File: src/rtl/jse_pkg.sv
package jse_pkg;
    localparam int BYTE_W = 8;
    localparam int POS_W  = $clog2(BYTE_W);

    typedef enum logic [2:0] {
        ST_IDLE,
        ST_FETCH,
        ST_LOW,
        ST_HIGH,
        ST_EMIT
    } jse_state_e;
endpackage

File: src/rtl/jse_half_timer.sv
module jse_half_timer #(
    parameter int W = 8
) (
    input  logic         clk,
    input  logic         rst_n,
    input  logic         load,
    input  logic [W-1:0] period,
    output logic         expired
);
    logic [W-1:0] cnt_d, cnt_q;

    always_comb begin
        cnt_d = cnt_q;
        if (load) begin
            cnt_d = period - W'(1);
        end else if (cnt_q != '0) begin
            cnt_d = cnt_q - W'(1);
        end
    end

    always_ff @(posedge clk or negedge rst_n) begin
        if (!rst_n) cnt_q <= '0;
        else        cnt_q <= cnt_d;
    end

    assign expired = (cnt_q == '0);
endmodule

File: src/rtl/jse_cap_slot.sv
module jse_cap_slot #(
    parameter int W = 8
) (
    input  logic         clk,
    input  logic         rst_n,
    input  logic         load,
    input  logic [W-1:0] load_data,
    input  logic         ready,
    output logic         valid,
    output logic [W-1:0] data,
    output logic         free
);
    typedef struct packed {
        logic         valid;
        logic [W-1:0] data;
    } slot_t;

    slot_t slot_d, slot_q;

    assign free = !slot_q.valid || ready;

    always_comb begin
        slot_d = slot_q;
        if (load) begin
            slot_d.valid = 1'b1;
            slot_d.data  = load_data;
        end else if (ready) begin
            slot_d.valid = 1'b0;
        end
    end

    always_ff @(posedge clk or negedge rst_n) begin
        if (!rst_n) slot_q <= '0;
        else        slot_q <= slot_d;
    end

    assign valid = slot_q.valid;
    assign data  = slot_q.data;
endmodule

File: src/rtl/jtag_shift_engine.sv
module jtag_shift_engine
    import jse_pkg::*;
#(
    parameter int HP_W  = 8,
    parameter int LEN_W = 6
) (
    input  logic              clk,
    input  logic              rst_n,
    input  logic              start,
    input  logic [LEN_W-1:0]  req_len,
    input  logic              req_tms,
    input  logic              req_capture,
    input  logic [HP_W-1:0]   half_period,
    input  logic              din_valid,
    input  logic [BYTE_W-1:0] din_data,
    output logic              din_ready,
    input  logic              tdo,
    output logic              tck,
    output logic              tms,
    output logic              tdi,
    output logic              cap_valid,
    output logic [BYTE_W-1:0] cap_data,
    input  logic              cap_ready,
    output logic              busy,
    output logic              done
);
    localparam int CNT_W    = LEN_W + 1;
    localparam int MAX_BITS = 1 << LEN_W;

    typedef struct packed {
        jse_state_e        st;
        logic [CNT_W-1:0]  bits;
        logic [CNT_W-1:0]  total;
        logic              tms;
        logic              cap;
        logic [HP_W-1:0]   hp;
        logic [BYTE_W-1:0] sh_in;
        logic [BYTE_W-1:0] sh_out;
        logic              done;
    } ctl_t;

    ctl_t ctl_d, ctl_q;

    logic             tmr_load, tmr_expired;
    logic             slot_load, slot_free;
    logic [POS_W-1:0] pos;
    logic             last_bit, byte_end;

    assign pos      = ctl_q.bits[POS_W-1:0];
    assign last_bit = (ctl_q.bits == ctl_q.total - CNT_W'(1));
    assign byte_end = (pos == POS_W'(BYTE_W - 1)) || last_bit;

    jse_half_timer #(.W(HP_W)) u_timer (
        .clk     (clk),
        .rst_n   (rst_n),
        .load    (tmr_load),
        .period  (ctl_q.hp),
        .expired (tmr_expired)
    );

    jse_cap_slot #(.W(BYTE_W)) u_slot (
        .clk       (clk),
        .rst_n     (rst_n),
        .load      (slot_load),
        .load_data (ctl_q.sh_out),
        .ready     (cap_ready),
        .valid     (cap_valid),
        .data      (cap_data),
        .free      (slot_free)
    );

    always_comb begin
        ctl_d      = ctl_q;
        ctl_d.done = 1'b0;
        tmr_load   = 1'b0;
        slot_load  = 1'b0;
        unique case (ctl_q.st)
            ST_IDLE: begin
                if (start) begin
                    ctl_d.total  = (req_len == '0) ? CNT_W'(MAX_BITS) : {1'b0, req_len};
                    ctl_d.tms    = req_tms;
                    ctl_d.cap    = req_capture;
                    ctl_d.hp     = (half_period == '0) ? HP_W'(1) : half_period;
                    ctl_d.bits   = '0;
                    ctl_d.sh_out = '0;
                    ctl_d.st     = ST_FETCH;
                end
            end
            ST_FETCH: begin
                if (din_valid) begin
                    ctl_d.sh_in = din_data;
                    ctl_d.st    = ST_LOW;
                    tmr_load    = 1'b1;
                end
            end
            ST_LOW: begin
                if (tmr_expired) begin
                    ctl_d.sh_out[pos] = tdo;
                    ctl_d.st          = ST_HIGH;
                    tmr_load          = 1'b1;
                end
            end
            ST_HIGH: begin
                if (tmr_expired) begin
                    ctl_d.bits = ctl_q.bits + CNT_W'(1);
                    if (ctl_q.cap && byte_end) begin
                        ctl_d.st = ST_EMIT;
                    end else begin
                        if (byte_end) ctl_d.sh_out = '0;
                        if (last_bit) begin
                            ctl_d.st   = ST_IDLE;
                            ctl_d.done = 1'b1;
                        end else if (byte_end) begin
                            ctl_d.st = ST_FETCH;
                        end else begin
                            ctl_d.st = ST_LOW;
                            tmr_load = 1'b1;
                        end
                    end
                end
            end
            ST_EMIT: begin
                if (slot_free) begin
                    slot_load    = 1'b1;
                    ctl_d.sh_out = '0;
                    if (ctl_q.bits == ctl_q.total) begin
                        ctl_d.st   = ST_IDLE;
                        ctl_d.done = 1'b1;
                    end else begin
                        ctl_d.st = ST_FETCH;
                    end
                end
            end
            default: ctl_d.st = ST_IDLE;
        endcase
    end

    always_ff @(posedge clk or negedge rst_n) begin
        if (!rst_n) begin
            ctl_q    <= '0;
            ctl_q.st <= ST_IDLE;
        end else begin
            ctl_q <= ctl_d;
        end
    end

    assign busy      = (ctl_q.st != ST_IDLE);
    assign din_ready = (ctl_q.st == ST_FETCH);
    assign tck       = (ctl_q.st == ST_HIGH);
    assign tdi       = ((ctl_q.st == ST_LOW) || (ctl_q.st == ST_HIGH)) && ctl_q.sh_in[pos];
    assign tms       = ctl_q.tms;
    assign done      = ctl_q.done;
endmodule

File: config.mk
export PLATFORM = sky130hd
export DESIGN_NAME = jtag_shift_engine
export DESIGN_NICKNAME = d
export VERILOG_FILES = /design/src/rtl/jse_pkg.sv /design/src/rtl/jse_half_timer.sv /design/src/rtl/jse_cap_slot.sv /design/src/rtl/jtag_shift_engine.sv
export SDC_FILE = /design/constraint.sdc
export NUM_CORES = 1
export LEC_CHECK = 0
export CORE_MARGIN = 2
export CORE_UTILIZATION = 45
export CTS_BUF_LIST = sky130_fd_sc_hd__clkbuf_4 sky130_fd_sc_hd__clkbuf_8
export DETAILED_ROUTE_END_ITERATION = 10
export DONT_BUFFER_PORTS = 1
export GPL_TIMING_DRIVEN = 0
export SYNTH_ARGS = -nofsm -noshare
export SYNTH_HDL_FRONTEND = slang
export SYNTH_SLANG_ARGS = --single-unit
File: constraint.sdc
create_clock -name clk -period 4.65 [get_ports clk]
set_clock_uncertainty 0.15 [all_clocks]
set_input_delay 0.93 -clock clk [delete_from_list [all_inputs] [get_ports clk]]
set_output_delay 0.93 -clock clk [all_outputs]
set_load 0.05 [all_outputs]
==> run_results.csv, run 1 <==
group,metric,value,unit
floorplan,start_util,0.4625,
floorplan,row_count,31,
logic_synthesis,ys_ff_latch,61,
global_routing,grt_pass1_wl,12.83,mm
setup_path,worstPathArrival,2.90,ns
global_routing,grt_pass1_vias,2548,
timing,fin_tns_setup,0,ns
pwr,power.density,648.0,mW/mm2
floorplan,ios,45,
logic_synthesis,synth_edf_count,0,
pwr,p_comb_frac,0.408,
pwr,p_int,1398,uW
setup_path,crit_fanout,10,
setup_path,worst_r2r_endpoint,"u_timer.cnt_q[6]",
setup_path,end_kind,"output port",
timing,slew_violations,0,
route,final_antenna_net_count,0,
global_routing,antenna_found_initial,0,
pwr,switchingPower,997.6,uW
timing,min_period_over_period,0.8565,
setup_path,setup.worst_path.class,"register to output port",
logic_synthesis,synth-simple-area-share,0.2439,
layout,diodes,0,
clocking,root_buffer,"clkbuf_8",
floorplan,die_area,0.008161,mm2
place,gp_congestion,0.8213,
route,drtPass1Iterations,4,
setup_path,r2r_start,"ctl_q[43]",
global_routing,grt_usage,0.1987,
route,vias,2672,
logic_synthesis,yosysTopAreaCell,"dfrtp_1",
route,routedWlPerCell,15.81,um
setup_path,required,3.57,ns
route,viasPerCell,5.567,
logic_synthesis,synth_ff_type,"dfrtp_1",
timing,period_needed,3.983,ns
logic_synthesis,ys_warn_count,0,
logic_synthesis,yosysSeqAreaShare,0.4551,
run_status,status,"complete, no violations",
setup_path,r2r_cells,12,
pwr,ir_drop,275.4,uV
logic_synthesis,netlist_instances,365,
layout,drive_above_1_share,0.1102,
worst_hold_path,min_path_type,"input port to asynchronous set/reset pin",
logic_synthesis,synth_compound_area_frac,0.1533,
logic_synthesis,synth_top_family_by_area,"simple AND/OR/NAND/NOR gates",
layout,areaGrowthSynthToFinish,10.22,%
clocking,htreeDepth,3,
logic_synthesis,syn-num-nets,399,
clocking,hold_buffers,0,
floorplan,chipHeight,90.34,um
place,io_buffers,0,
setup_path,reg2reg_setup_slack,0.74,ns
pwr,sequentialPowerShare,0.374,
timing,setup_ws,0.6675,ns
timing,worst_slew_pin_slew,1.168,ns
logic_synthesis,ys_types,54,
flow_run,cap_violations,0,
global_routing,grt_overflow,0,
timing,finalHoldViolations,0,
pwr,swShare,0.4164,
clocking,cts.sinks,61,
floorplan,core_area,0.007253,mm2
pwr,leakage,0.001723,uW
place,pre_cts_ws,0.7536,ns
logic_synthesis,netlist_area,0.003354,mm2
logic_synthesis,synth_area_leaders,"dfrtp_1 46%, nand2_1 11%, xor2_1 4.2%, a21oi_1 3.1%, o311a_1 2.7%",
clocking,cts.repair.resized,0,
logic_synthesis,async_flop_share,1.000,
timing,fmax,251.1,MHz
clocking,cts_tree,"done",
logic_synthesis,synth_fa_ha_area_frac,0.01492,
clocking,clkTransAtPathRegs,0.07,ns
route,drtIter0Drc,158,
timing,rsz0062_at_grt,"no",
route,drc,0,
clocking,insertion_delay,0.34,ns
timing,finalSetupViolCount,0,
clocking,cts_buffers,9,
logic_synthesis,synthXorXnorAreaFrac,0.06154,
layout,nNetsFinal,410,
place,dp_hpwl,5.407,mm
logic_synthesis,synthMuxAreaShare,0.04028,
setup_path,crit_end,"tdi",
setup_path,cp-startpoint,"ctl_q[35]",
clocking,cts_setup_buffers,0,
setup_path,worstSetupStartpointType,"register",
route,wl,7.589,mm
clocking,clk_path_buf_depth,2,
pwr,clkPwrFrac,0.219,
logic_synthesis,synth.top_cell.area_share,0.4551,
timing,max_slew_margin,0.2175,
logic_synthesis,synth.avg_cell_area,9.190,um2
floorplan,die_w,90.34,um
global_routing,grt_max_degree,62,
how the worst min path moves through the flow:
stage | start | to
2_1_floorplan | ctl_q[15] | ctl_q[15]
3_3_place_gp | ctl_q[12] | ctl_q[12]
3_5_place_dp | ctl_q[12] | ctl_q[12]
4_1_cts | rst_n | u_slot.data[5]
5_1_grt | rst_n | u_slot.data[6]
6_report | rst_n | ctl_q[40]
cell families after synthesis:
| kind of cell | count (synthesis) |
|---|---|
| multiplexers | 12 |
| buffers and inverters | 26 |
| flip-flops | 61 |
| AO/OA/AOI/OAI | 71 |
| adder cells (fa/ha/maj) | 4 |
| XOR/XNOR | 22 |
| AND/OR/NAND/NOR | 169 |
per-stage QoR:
stage               utilization  std cells  total power (uW)  instance area [um2]  hold slack [ns]
finish                   0.5097        480              2396                 3697           0.1365
global route             0.5097        480              2601                 3697           0.1111
CTS                      0.5097        480              2417                 3697           0.1165
detailed placement       0.4796        464              1884                 3478           0.3182
global placement         0.4796        464              1865                 3478           0.3151
floorplan                     -        365              1666                 3354           0.2957
power groups by stage:
stage / combinational (uW) / clock, uW / sequential [uW]
5_1_grt: 1120 / 561 / 925
4_1_cts: 983 / 538 / 895
2_1_floorplan: 818 / 0 / 847
6_report: 977 / 524 / 895
3_3_place_gp: 964 / 0 / 900
3_5_place_dp: 979 / 0 / 905
metal layers:
metal / global-route usage / part of all wire / vias to the layer above
li1: - / - / 1319
met1: 0.2766 / 0.48 / 1287
met2: 0.2957 / 0.45 / 53
met3: 0.05175 / 0.045 / 13
met4: 0.08077 / 0.019 / 0
met5: 0 / 0 / -
worst max-delay path: stages, from the launching register on:
cell and delay, ns:
dfrtp_1 0.42, clkbuf_1 0.34, nor3b_1 0.63, a22o_1 0.25
a221oi_1 0.05, a31oi_1 0.88
registers in the layout, indices dropped and copies added, names as in the netlist:
signal	cells
u_slot.valid	1
tms	1
ctl_q	42
u_slot.data	8
done	1
u_timer.cnt_q	8
synthesized netlist by cell type, drive strengths merged, types with 2 or more instances:
master	number
nor3	11
nor3b	4
o21ai	15
and3b	2
a22oi	2
ha	4
nand2b	5
inv	7
mux2	9
and3	3
o31ai	2
dfrtp	61
or2	2
clkbuf	14
xnor2	5
o311a	9
o32a	2
buf	5
o31a	2
or3	3
a21oi	21
and2	3
nor2	15
nand2	94
a211oi	5
nor4	9
nand4	3
a41oi	2
mux2i	3
nand3	9
xor2	16
cell usage in the layout, fill, tap and decap left out, types with 2 or more instances in the layout:
cell type and instances:
nand2_1 94, nor3b_1 4, clkbuf_4 3, o31ai_1 2
xnor2_1 5, o21ai_0 15, mux2_2 8, bufinv_16 2
dfrtp_1 61, inv_1 7, a211oi_1 5, nand4_1 3
nand3_1 9, nor3_1 11, nand2b_1 5, xor2_1 16
buf_2 5, clkbuf_1 14, nor2_1 15, a22oi_1 2
nor4_4 2, ha_1 4, and3b_1 2, a21oi_1 21
a41oi_2 2, nor4_1 6, and2_1 3, clkbuf_8 9
or2_2 2, or3_1 3, o311a_1 9, mux2i_1 3
and3_1 3
final cells by class:
type / count / area (um2)
clock buffer: 12 / 146.4
fill: 693 / 3556
buffer: 19 / 77.57
multi-input combinational: 278 / 1724
inverter: 7 / 26.28
tap: 99 / 123.9
sequential: 61 / 1526
clock inverter: 4 / 72.57
No activity file was read; power rests on OpenSTA's default activity.
==> run 2: changes to the inputs <==
Settings changed: CTS_BUF_LIST sky130_fd_sc_hd__clkbuf_4 sky130_fd_sc_hd__clkbuf_8 to not set.
==> run_results.csv, run 2 (synthesis gave the netlist of run 1 again) <==
group,metric,value,unit
run_status,status,"complete, no violations",
timing,worst_slew_pin_slew,1.163,ns
layout,top_register,"ctl_q",
pwr,p_comb_frac,0.411,
setup_path,cp_slowest_cell,"a31oi_1",
clocking,clk_path_buf_depth,2,
setup_path,worstSetupStartpointType,"register",
route,wl,7.577,mm
route,routedWlPerCell,15.79,um
clocking,hold_buffers,0,
setup_path,required,3.57,ns
global_routing,grt_pass1_wl,12.85,mm
clocking,cts.sinks,61,
setup_path,worstPathArrival,2.93,ns
pwr,swShare,0.4197,
route,final_antenna_net_count,0,
timing,finalHoldViolations,0,
timing,min_period_over_period,0.8630,
clocking,clkTransAtPathRegs,0.07,ns
clocking,cts_buffers,9,
route,vias,2664,
route,viasPerCell,5.550,
global_routing,grt_max_degree,62,
timing,finalSetupViolCount,0,
place,dpl_cell_area,0.003478,mm2
flow_run,cap_violations,0,
layout,largest_reg_flops,42,
place,gp_congestion,0.8213,
floorplan,ios,45,
floorplan,row_count,31,
layout,design_area,0.003686,mm2
pwr,p_int,1381,uW
route,drtPass1Iterations,4,
pwr,clkPwrFrac,0.212,
floorplan,die_w,90.34,um
pwr,leakage,0.001713,uW
setup_path,end_kind,"output port",
global_routing,grt_pass1_vias,2546,
layout,areaGrowthSynthToFinish,9.885,%
layout,nNetsFinal,410,
timing,rsz0062_at_grt,"no",
global_routing,grt_overflow,0,
clocking,cts.repair.resized,0,
place,dp_hpwl,5.407,mm
floorplan,chipHeight,90.34,um
layout,mostFrequentLayoutCells,"94 x nand2_1, 61 x dfrtp_1, 21 x a21oi_1",
setup_path,crit_fanout,10,
clocking,cts_setup_buffers,0,
pwr,sequentialPowerShare,0.377,
timing,slew_violations,0,
floorplan,die_area,0.008161,mm2
clocking,htreeDepth,3,
global_routing,grt_usage,0.1991,
pwr,switchingPower,998.8,uW
setup_path,setup.worst_path.class,"register to output port",
route,drtIter0Drc,164,
pwr,ir_drop,274.6,uV
setup_path,critPathMaxStageDelay,0.88,ns
clocking,insertion_delay,0.33,ns
route,drc,0,
pwr,power.density,645.6,mW/mm2
timing,max_slew_margin,0.2208,
clocking,cts_tree,"done",
timing,fin_tns_setup,0,ns
global_routing,antenna_found_initial,0,
layout,final_common_cell,"nand2_1",
setup_path,worstPathCellList,"clkbuf_1, nor3b_1, a22o_1, a221oi_1, a31oi_1",
layout,drive_above_1_share,0.1024,
timing,period_needed,4.013,ns
timing,fmax,249.2,MHz
worst_hold_path,min_path_type,"input port to asynchronous set/reset pin",
clocking,root_buffer,"clkbuf_8",
floorplan,core_area,0.007253,mm2
layout,diodes,0,
place,io_buffers,0,
floorplan,start_util,0.4625,
layout,final_core_util,0.5082,
==> run 2: power by group through the flow <==
stage / Sequential, uW / Combinational, uW / Clock [uW]
final: 896 / 979 / 505
after global routing: 925 / 1120 / 545
after CTS: 895 / 983 / 521
after detailed placement: 905 / 979 / 0
after global placement: 900 / 964 / 0
after floorplan: 847 / 818 / 0
==> run 2: per-layer routing <==
metal | part of all wire | vias to the layer above | global-route usage | wire length (um)
met5 | 0 | - | 0 | 0
met4 | 0.020 | 0 | 0.08077 | 148
met3 | 0.046 | 13 | 0.05175 | 345
met2 | 0.44 | 59 | 0.2957 | 3367
met1 | 0.49 | 1273 | 0.2777 | 3715
li1 | - | 1319 | - | -
==> run 2: final cells by class <==
type	count	area, um2
fillers	693	3567
well taps	99	123.9
plain buffers	19	77.57
clock inverters	4	72.57
inverters	7	26.28
clock buffers	12	135.1
multi-input cells	278	1724
flip-flops and latches	61	1526
==> run 2: stage by stage <==
stage,hold slack [ns],instances,power (uW),worst slack [ns]
final,0.1391,480,2380,0.6371
after global routing,0.1070,480,2585,0.3329
after detailed placement,0.3182,464,1884,0.7536
after CTS,0.1166,480,2399,0.6390
after floorplan,0.2957,365,1666,1.329
after global placement,0.3151,464,1865,0.8095
==> run 2: critical path: cells and delay by family (launching register included) <==
family / cells / cell delay, ns
AND/OR/NAND/NOR: 1 / 0.66
AO/OA/AOI/OAI: 3 / 1.18
buffers and inverters: 1 / 0.34
flip-flops: 1 / 0.42
==> run 2: worst paths after layout <==
check,slack (ns),startpoint,end,depth (start not counted)
worst max-delay path,0.64,ctl_q[35],tdi,5
worst min-delay path,0.14,rst_n,ctl_q[40],0
worst max register to register,0.73,ctl_q[43],u_timer.cnt_q[6],12
worst min register to register,0.33,ctl_q[12],ctl_q[12],2
max in group asynchronous,4.06,rst_n,ctl_q[34],0
min in group clk,0.33,ctl_q[12],ctl_q[12],2
==> run 3: changes to the inputs <==
Clock period 4.65 ns to 3.6 ns, I/O delays scaled along.
==> run_results.csv, run 3 (synthesis gave the netlist of run 1 again) <==
group,metric,value,unit
timing,period_needed,3.425,ns
place,gp_congestion,0.8213,
layout,areaGrowthSynthToFinish,13.02,%
timing,finalSetupViolCount,0,
floorplan,ios,45,
timing,finalHoldViolations,0,
timing,fmax,291.9,MHz
layout,final_cell_count_no_fill,483,
setup_path,worstPathArrival,3.48,ns
place,dp_hpwl,5.407,mm
clocking,insertion_delay,0.34,ns
worst_hold_path,min_path_type,"input port to asynchronous set/reset pin",
setup_path,required,3.65,ns
global_routing,gr-usage-met3,0.05008,
global_routing,met2_usage,0.3008,
route,wl,7.784,mm
layout,regArea,0.001529,mm2
place,pre_cts_ws,-0.2964,ns
layout,mostFrequentLayoutCells,"94 x nand2_1, 59 x dfrtp_1, 21 x a21oi_1",
run_status,status,"complete, no violations",
layout,top_register,"ctl_q",
route,final_antenna_net_count,0,
floorplan,start_util,0.4625,
route,vias,2705,
layout,drive_above_1_share,0.1354,
timing,max_slew_margin,0.3494,
floorplan,chipHeight,90.34,um
timing,fin_tns_setup,0,ns
route,drc,0,
global_routing,grt_overflow,0,
flow_run,cap_violations,0,
setup_path,crit_fanout,8,
global_routing,grt_pass1_wl,12.94,mm
clocking,cts.sinks,61,
pwr,power.density,839.1,mW/mm2
clocking,clk_path_buf_depth,2,
setup_path,end_kind,"register",
global_routing,met1_usage,0.2782,
layout,diodes,0,
layout,largest_reg_flops,42,
setup_path,worstSetupStartpointType,"register",
layout,fillers,687,
route,drtPass1Iterations,4,
timing,setup_ws,0.1745,ns
clocking,root_buffer,"clkbuf_8",
pwr,total_power,3181,uW
floorplan,die_area,0.008161,mm2
setup_path,setup.worst_path.class,"register to register",
place,dp.cells,464,
floorplan,row_count,31,
floorplan,core_area,0.007253,mm2
clocking,cts_buffers,9,
global_routing,grt_pass1_vias,2577,
route,drtIter0Drc,173,
timing,min_period_over_period,0.9515,
route,viasPerCell,5.600,
pwr,ir_drop,362.4,uV
layout,final_common_cell,"nand2_1",
clocking,cts_tree,"done",
route,routedWlPerCell,16.12,um
timing,worst_slew_pin_slew,0.9723,ns
place,io_buffers,0,
clocking,htreeDepth,3,
clocking,clkTransAtPathRegs,0.07,ns
layout,nNetsFinal,413,
floorplan,die_w,90.34,um
timing,hold_ws,0.09687,ns
global_routing,antenna_found_initial,0,
timing,slew_violations,0,
global_routing,grt_max_degree,62,
layout,multi_input_comb_area,0.001777,mm2
global_routing,top_usage_layer,"met2",
pwr,leakage,0.001743,uW
global_routing,grt_usage,0.2003,
## run 3: cell count changes in the layout (fill, tap and decap cells not counted), sizes merged
cell      previous run  this run
inv                  7         6
clkinvlp             1         2
buf                  5         8
## run 3: area by class of cell
type | instances | share of cell area
timing repair buffer | 3 | 0.01122
sequential | 61 | 0.4033
inverter | 7 | 0.007921
tap | 99 | 0.03267
multi-input combinational | 278 | 0.4686
buffer | 19 | 0.02145
clock inverter | 4 | 0.01914
clock buffer | 12 | 0.03564
## run 3: routing by layer
| metal | routed length, um | part of all wire |
|---|---|---|
| met4 | 146 | 0.019 |
| met3 | 357 | 0.046 |
| met1 | 3774 | 0.48 |
| met2 | 3504 | 0.45 |
| met5 | 0 | 0 |
## run 3: through the flow
step / util / area (um2)
final: 0.5227 / 3791
after global routing: 0.5227 / 3791
after CTS: 0.5149 / 3735
after detailed placement: 0.4796 / 3478
after global placement: 0.4796 / 3478
after floorplan: - / 3354
## run 3: path summary, 6_finish.rpt
path | start | to | slack [ns] | cells after the start
worst min register to register | ctl_q[12] | ctl_q[12] | 0.33 | 2
worst min-delay path | rst_n | ctl_q[40] | 0.1 | 1
worst max register to register | ctl_q[29] | u_timer.cnt_q[6] | 0.17 | 13
worst max-delay path | ctl_q[29] | u_timer.cnt_q[6] | 0.17 | 13
min in group clk | req_len[1] | ctl_q[33] | 0.31 | 1
max in group asynchronous | rst_n | ctl_q[27] | 2.93 | 1
## run 3: critical path, stage by stage, from the launching register on
cell and delay, ns:
dfrtp_1 0.35, buf_2 0.17, or3_1 0.41, nor4_1 0.45
nor4_4 0.10, nor4_4 0.27, buf_4 0.20, o31ai_4 0.09
mux2i_1 0.21, ha_2 0.27, nand2_1 0.13, nor3_4 0.18
o311a_1 0.22, o32ai_2 0.09
## run 3: report_power, final
group / switching, uW / total, uW / internal [uW]
registers: 265 / 1170 / 902
logic: 814 / 1360 / 541
clock network: 269 / 658 / 390
## run 3: timing repair
item	4_1_cts	5_1_grt
pin swaps	0	2
setup endpoints to repair	3	3
hold buffers	1	0
hold endpoints to repair	61	0
gates resized for setup	5	10
buffers inserted	0	2
